**src/rtl/pf_pkg.sv**
```systemverilog
package pf_pkg;
    localparam int HBLANK_CLKS = 68;
    localparam int PIX_CLKS    = 4;
    localparam int HALF_PIX    = 20;
    localparam int NUM_PIX     = 2 * HALF_PIX;
    localparam int SHORT_BITS  = 4;
    localparam int LONG_BITS   = 8;
    localparam int LINE_CLKS   = HBLANK_CLKS + NUM_PIX * PIX_CLKS;
    localparam int HPOS_W      = $clog2(LINE_CLKS);
    localparam int PIXIDX_W    = $clog2(NUM_PIX);
    localparam int SUB_W       = $clog2(PIX_CLKS);
    localparam int LONGA_END   = SHORT_BITS + LONG_BITS;

    typedef enum logic [1:0] {
        SEL_SHORT = 2'd0,
        SEL_LONGA = 2'd1,
        SEL_LONGB = 2'd2,
        SEL_MODE  = 2'd3
    } reg_sel_e;

    typedef struct packed {
        logic [SHORT_BITS-1:0] shrt;
        logic [LONG_BITS-1:0]  longa;
        logic [LONG_BITS-1:0]  longb;
        logic                  mirror;
    } pat_t;

    // Bit shown at left-half slot q (0..HALF_PIX-1)
    function automatic logic slot_bit(pat_t r, logic [PIXIDX_W-1:0] q);
        logic [PIXIDX_W-1:0] k;
        logic b;
        if (q < PIXIDX_W'(SHORT_BITS)) begin
            k = q;
            b = r.shrt[k[1:0]];
        end else if (q < PIXIDX_W'(LONGA_END)) begin
            k = PIXIDX_W'(LONGA_END - 1) - q;
            b = r.longa[k[2:0]];
        end else begin
            k = q - PIXIDX_W'(LONGA_END);
            b = r.longb[k[2:0]];
        end
        return b;
    endfunction
endpackage

```
**src/rtl/pf_hcount.sv**
```systemverilog
module pf_hcount
    import pf_pkg::*;
(
    input  logic              clk,
    input  logic              rst,
    input  logic              line_sync,
    output logic [HPOS_W-1:0] hpos
);
    localparam logic [HPOS_W-1:0] LAST = HPOS_W'(LINE_CLKS - 1);

    always_ff @(posedge clk) begin
        if (rst || line_sync) hpos <= '0;
        else if (hpos == LAST) hpos <= '0;
        else hpos <= hpos + 1'b1;
    end

    p_wrap_r8: assert property (@(posedge clk) disable iff (rst)
        (hpos == LAST) |=> (hpos == '0));
    p_step_r8: assert property (@(posedge clk) disable iff (rst)
        (!line_sync && hpos != LAST) |=> (hpos == $past(hpos) + 1'b1));
    p_sync_r9: assert property (@(posedge clk) disable iff (rst)
        line_sync |=> (hpos == '0));
endmodule

```
**src/rtl/pf_regs.sv**
```systemverilog
module pf_regs
    import pf_pkg::*;
(
    input  logic                 clk,
    input  logic                 rst,
    input  logic                 wr_en,
    input  reg_sel_e             wr_sel,
    input  logic [LONG_BITS-1:0] wr_data,
    output pat_t                 pat
);
    always_ff @(posedge clk) begin
        if (rst) begin
            pat <= '0;
        end else if (wr_en) begin
            unique case (wr_sel)
                SEL_SHORT: pat.shrt   <= wr_data[LONG_BITS-1 -: SHORT_BITS];
                SEL_LONGA: pat.longa  <= wr_data;
                SEL_LONGB: pat.longb  <= wr_data;
                SEL_MODE:  pat.mirror <= wr_data[0];
                default: ;
            endcase
        end
    end

    p_short_hi_r3: assert property (@(posedge clk) disable iff (rst)
        (wr_en && wr_sel == SEL_SHORT) |=> (pat.shrt == $past(wr_data[7:4])));
    p_hold_r7: assert property (@(posedge clk) disable iff (rst)
        !wr_en |=> $stable(pat));
endmodule

```
**src/rtl/pf_sel.sv**
```systemverilog
module pf_sel
    import pf_pkg::*;
(
    input  logic [HPOS_W-1:0] hpos,
    input  pat_t              pat,
    output logic              pix,
    output logic              blank
);
    logic [HPOS_W-1:0]   off;
    logic [PIXIDX_W-1:0] pidx;
    logic [PIXIDX_W-1:0] slot;

    always_comb begin
        blank = (hpos < HPOS_W'(HBLANK_CLKS));
        off   = hpos - HPOS_W'(HBLANK_CLKS);
        pidx  = off[SUB_W +: PIXIDX_W];
        if (pidx < PIXIDX_W'(HALF_PIX))
            slot = pidx;
        else if (pat.mirror)
            slot = PIXIDX_W'(NUM_PIX - 1) - pidx;
        else
            slot = pidx - PIXIDX_W'(HALF_PIX);
        pix = blank ? 1'b0 : slot_bit(pat, slot);
    end
endmodule

```
**src/rtl/pf_gen.sv**
```systemverilog
module pf_gen
    import pf_pkg::*;
(
    input  logic       clk,
    input  logic       rst,
    input  logic       line_sync,
    input  logic       wr_en,
    input  logic [1:0] wr_addr,
    input  logic [7:0] wr_data,
    output logic       pf_pix,
    output logic       hblank
);
    logic [HPOS_W-1:0] hpos;
    pat_t              pat;

    pf_hcount u_cnt (
        .clk(clk), .rst(rst), .line_sync(line_sync), .hpos(hpos)
    );

    pf_regs u_regs (
        .clk(clk), .rst(rst), .wr_en(wr_en), .wr_sel(reg_sel_e'(wr_addr)),
        .wr_data(wr_data), .pat(pat)
    );

    pf_sel u_sel (
        .hpos(hpos), .pat(pat), .pix(pf_pix), .blank(hblank)
    );

    p_blank_dark_r1: assert property (@(posedge clk) disable iff (rst)
        hblank |-> !pf_pix);
    p_blank_end_r1: assert property (@(posedge clk) disable iff (rst)
        $fell(hblank) |-> (hpos == HPOS_W'(HBLANK_CLKS)));
    p_pix_span_r2: assert property (@(posedge clk) disable iff (rst)
        (!hblank && hpos[SUB_W-1:0] != '0 && !$past(wr_en) && !$past(line_sync))
        |-> $stable(pf_pix));
    p_reset_clear_r10: assert property (@(posedge clk)
        $past(rst) |-> (pat == '0 && hpos == '0));
endmodule

```
**config.mk**
```make
export PLATFORM = sky130hd
export DESIGN_NAME = pf_gen
export DESIGN_NICKNAME = d
export VERILOG_FILES = /design/src/rtl/pf_pkg.sv /design/src/rtl/pf_hcount.sv /design/src/rtl/pf_regs.sv /design/src/rtl/pf_sel.sv /design/src/rtl/pf_gen.sv
export SDC_FILE = /design/constraint.sdc
export NUM_CORES = 1
export LEC_CHECK = 0
export BUFFER_PORTS_ARGS = -buffer_cell sky130_fd_sc_hd__buf_2
export CORE_MARGIN = 3
export CORE_UTILIZATION = 59
export DETAILED_ROUTE_END_ITERATION = 8
export MAX_ROUTING_LAYER = met4
export PLACE_DENSITY = 0.9
export SYNTH_ARGS = -nofsm -noshare
export SYNTH_HDL_FRONTEND = slang
export SYNTH_SLANG_ARGS = --single-unit
```
**constraint.sdc**
```tcl
create_clock -name clk -period 5.1 [get_ports clk]
set_clock_uncertainty 0.2 [all_clocks]
set_input_delay 0.51 -clock clk [delete_from_list [all_inputs] [get_ports clk]]
set_output_delay 0.51 -clock clk [all_outputs]
set_load 0.005 [all_outputs]
```
Word-level counts from Yosys, hierarchy flattened
Index checks and enable logic that the tools add are counted.
W data, S select, Z words.
{ "totals": {"reg_bits": 29, "latchBits": 0, "ramBits": 0, "rom_bits": 0, "in_bits": 14, "output_inout_bits": 2, "elab_cells": 40, "n_memories": 0} }
{ "op_classes": {"addsub": 6, "mul": 0, "div": 0, "order_cmp": 7, "eq_ne": 4, "n_shift": 0, "muxes": 11, "bitwise": 0, "reduce_logical": 7} }
{ "op_table": {"columns": ["op", "n"], "rows": [
  ["$mux W6", 2],
  ["$add A8 B1 Y8 const B", 1],
  ["$eq A8 B8 Y1 const B", 1],
  ["$lt A3 B4 Y1 const B", 2],
  ["$lt A8 B7 Y1 const B", 1],
  ["$reduce_and A2 Y1", 4],
  ["$sub A8 B7 Y8 const B", 1],
  ["$bmux W1 S3", 2],
  ["$lt A6 B3 Y1 const B", 1],
  ["$lt A6 B4 Y1 const B", 1],
  ["$lt A6 B5 Y1 const B", 1],
  ["$mux W1", 6],
  ["$sub A6 B5 Y6 const B", 1],
  ["$sub A6 B6 Y6 const A", 1],
  ["$eq A2 B2 Y1 const B", 2],
  ["$lt A2 B3 Y1 const B", 1],
  ["$sub A2 B3 Y3 const A", 1],
  ["$sub A3 B3 Y3 const B", 1],
  ["$bmux W1 S2", 1],
  ["$eq A2 B1 Y1 const B", 1],
  ["$logic_not A2 Y1", 1],
  ["$reduce_or A2 Y1", 1],
  ["$logic_or A1 B1 Y1", 1]
]} }

Logic depth before layout (Yosys ltp)
{ "logic_depth": {"word_depth": 10, "ltp_mapped": 14, "mapped_depth_nobuf": 13} }

Modules after synthesis
From an unflattened synthesis, not the netlist that was laid out.
{ "hier_totals": {"hier_cells": 221, "hier_area_um2": 2024.4} }
{ "by_module_without_submodules": {"columns": ["module", "instances", "cells_per_inst", "area_per_inst_um2", "seq_area_each_um2"], "rows": [
  ["pf_regs", 1, 82, 878.3, 420.4],
  ["pf_sel", 1, 100, 792.0, 0.0],
  ["pf_hcount", 1, 39, 354.1, 160.2]
]} }

Worst setup path before layout
No wires, ideal clock.
{ "synth_path": {"kind": "flip-flop to output port", "start": "reg u_cnt.hpos[2]", "end": "out pf_pix", "arrival_ps": 3300, "required_time_ps": 4390, "setup_slack_ps": 1090, "path_stages_with_launch": 15, "path_buffers": 1, "path_cell_list": "dfxtp_1 -> clkbuf_1 -> inv_1 -> ha_1 -> nor3b_2 -> xnor2_1 -> inv_2 -> ha_1 -> and2b_1 -> or4b_1 -> o31a_1 -> nand4b_2 -> nand2b_1 -> mux2i_1 -> a211oi_1"} }
{ "synth_between": {"elab_chain_cells": 10, "word_cells_on_any_way": 20, "classes_between": "add/sub (5); order compare (4); mux (11)"} }
{ "synth_lines": {"columns": ["element", "line", "source"], "rows": [
  ["start: declaration", "pf_hcount.sv:7", "output logic [HPOS_W-1:0] hpos"],
  ["start signal: assignment", "pf_hcount.sv:14", "else hpos <= hpos + 1'b1;"],
  ["$sub A8 B7 Y8", "pf_sel.sv:15", "off = hpos - HPOS_W'(HBLANK_CLKS);"],
  ["$sub A6 B5 Y6 or $sub A6 B6 Y6 (tied branches)", "pf_sel.sv:22, pf_sel.sv:20", null],
  ["$mux W6", "pf_sel.sv:19", "else if (pat.mirror)"],
  ["$mux W6", "pf_sel.sv:17", "if (pidx < PIXIDX_W'(HALF_PIX))"],
  ["$sub A3 B3 Y3 or $sub A2 B3 Y3 (tied branches)", "pf_pkg.sv:39, pf_pkg.sv:36", null],
  ["$bmux W1 S3, on equally long branches", "pf_pkg.sv:40, pf_pkg.sv:37", null],
  ["$mux W1, on equally long branches", "pf_pkg.sv:40, pf_pkg.sv:37", null],
  ["$mux W1", "pf_pkg.sv:35", "end else if (q < PIXIDX_W'(LONGA_END)) begin"],
  ["$mux W1", "pf_pkg.sv:32", "if (q < PIXIDX_W'(SHORT_BITS)) begin"],
  ["$mux W1 (*)", "pf_sel.sv:23", "pix = blank ? 1'b0 : slot_bit(pat, slot);"],
  ["end: declaration", "pf_gen.sv:10", "output logic pf_pix,"]
]} }
Mark *: on every way between the ends. The rest lies on a longest branch, timed or not. The select of a mux whose other input is x is not followed.

Worst setup path in the final report
Same ends and word-level chain as after synthesis.

==> results.yml <==
logic_synthesis:
  syn_avg_cell_area_um2: 8.99
  synthFlopType: "dfxtp_1"
  synth_area_mm2: 0.00179
  ys_seq_elements: 29
  synth-edff-count: 0
  async_reset_ff_share_pct: 0
  yosys_warnings: 0
  synth_area_leaders: "dfxtp_1 32%, mux2i_1 18%, nor2_1 9.0%"
  synth.net_count: 219
  synth_top_cell_area_share_pct: 32.4
  syn_inst: 199
  ys_seq_area_share_pct: 32.4
  synth_top_cell_by_area: "dfxtp_1"
  synth_cell_types: 47
cells_and_area:
  nNetsFinal: 231
  nFillCells: 238
  drive_above_1_share_pct: 15.6
  area_growth_syn_to_layout_pct: 6.29
  layout_common_cells: "43 x nor2_1, 33 x mux2i_1, 29 x dfxtp_1, 15 x buf_2, 9 x xnor2_1"
  final_common_cell: "nor2_1"
  instances_no_fill: 242
  antennaDiodeCount: 0
timing:
  worst_pin_slew_ps: 797
  setup_tns_ps: 0
  rsz0062_at_grt: "false"
  finalHoldViolCount: 0
  slew_violations: 0
  final.min_clock_period_ps: 4700
  fin_ws_ps: 396
  finalCritPeriodShare_pct: 92.2
  slew_headroom_pct: 46.7
  setup_viol: 0
  fmax_mhz: 213
pwr:
  ir_drop_uv: 176
  power_uw: 417
  power.density_mw_per_mm2: 219
  p_leak_nw: 0.860
placement:
  finalWeightedCongestion: 0.903
  dp_hpwl_mm: 2.68
  post-place-ws_ps: 744
  io_buffer_count: 15
  placedCellCount: 235
floorplanning:
  coreArea_mm2: 0.00283
  dieArea_mm2: 0.00373
  ios: 16
  row_count: 19
  die_h_um: 61.1
  start_util_pct: 63.2
  die_w_um: 61.1
cts:
  cts_buffers: 5
  clock-sinks: 29
  clockRootBuffer: "clkbuf_4"
  path_clk_slew_ps: 80
  ctsResizeCount: 0
  cts_tree: "yes"
  insertion_delay_ps: 320
  cts_hold_buf: 0
  h-tree-depth: 2
  postCtsSetupRepairBufs: 0
  clk_path_buf_depth: 2
status:
  status: "finished clean"
critical_path:
  path_max_fanout: 15
  critPathCaptureType: "output pin"
  critical_path_arrival_ps: 3990
  start_kind: "flip-flop"
  worstPathRequired_ps: 4390
  crit_type: "flip-flop to output pin"
global_route:
  grt_use_total_pct: 21.7
  grt_max_degree: 23
  grt_pass1_vias: 1244
  antenna_found_initial: 0
  overflow: 0
  grt_pass1_wl_mm: 5.80
route:
  vias_per_cell: 5.99
  wire_per_inst_um: 14.3
  drtIter0Drc: 85
  detail-route-antenna-nets: 0
  dr.pass1.iters: 4
  dr_total_vias: 1450
  drt_wl_total_mm: 3.46
  drc_errors: 0
run:
  maxCapViolCount: 0
min_path:
  hp-class: "primary input to flip-flop"
logic make-up after synthesis:
kind of cell | synth area share, %
DFF | 32.4
buffers and inverters | 4.76
adders and majority gates | 4.20
muxes | 18.5
AOI/OAI and AO/OA | 12.5
and+or+nand+nor | 21.3
xor gates and xnor gates | 6.29
state kept, by name, summed over array words and instances (netlist names):
| name | cells |
|---|---|
| u_cnt.hpos | 8 |
| u_regs.pat | 21 |
through the flow:
stage / hold WS [ps] / utilization [%] / area (µm²)
detailed placement: 241 / 65.3 / 1850
global route: 258 / 67.2 / 1900
finish: 237 / 67.2 / 1900
floorplan: 218 / - / 1790
global placement: 233 / 65.3 / 1850
CTS: 233 / 67.2 / 1900
where the power goes:
part / switching [mW] / internal, mW / total, mW
combinational: 0.0227 / 0.0187 / 0.0414
sequential: 0.00487 / 0.233 / 0.238
clock: 0.0735 / 0.0649 / 0.138
total: 0.101 / 0.316 / 0.417
layer usage:
| layer | vias up | track usage [%] | wire length [µm] |
|---|---|---|---|
| met5 | - | - | 0 |
| met3 | 6 | 5.03 | 181 |
| met1 | 672 | 30.1 | 1700 |
| met4 | 0 | 6.50 | 48 |
| met2 | 37 | 31.3 | 1530 |
| li1 | 735 | - | - |
layout make-up:
type | count | area [µm²] | share of cell area [%]
clock buffers | 7 | 55.1 | 2.89
inverters | 7 | 28.8 | 1.51
multi-input cells | 153 | 1120 | 59.1
flip-flops and latches | 29 | 581 | 30.5
well taps | 31 | 38.8 | 2.04
repair buffers | 15 | 75.1 | 3.95
synthesized netlist by cell type, types with 2 or more instances:
master     instances
nor2_1            43
mux2i_1           33
dfxtp_1           29
xnor2_1            9
clkbuf_1           7
ha_1               6
nand2_1            6
nor3_1             6
inv_1              5
o22ai_1            5
a21oi_1            4
nand3_1            3
a2111oi_0          2
a211oi_1           2
and2_1             2
buf_6              2
nand2b_1           2
nand3b_1           2
o2111ai_1          2
xor2_1             2
worst max-delay path: stages (launching register included):
cell	delay (ps)
dfxtp_1	680
inv_1	260
ha_1	280
nor3b_2	170
xnor2_1	460
inv_2	150
ha_1	220
and2b_1	170
or4b_1	480
o31a_1	130
nand4b_2	120
nand2b_1	80
mux2i_1	120
a211oi_1	220
buf_2	140
final timing paths:
kind                                          startpoint                          to  slack (ps)  depth (start not counted)
worst max-delay path            u_cnt.hpos[2]$_SDFF_PP0_                      pf_pix         400                         14
worst min-delay path                          wr_data[3]  u_regs.pat[4]$_SDFFE_PP0P_         240                          3
worst max register to register  u_cnt.hpos[2]$_SDFF_PP0_    u_cnt.hpos[3]$_SDFF_PP0_        2820                          5
worst min register to register  u_cnt.hpos[0]$_SDFF_PP0_    u_cnt.hpos[0]$_SDFF_PP0_         260                          1
(Power assumes the default switching activity.)
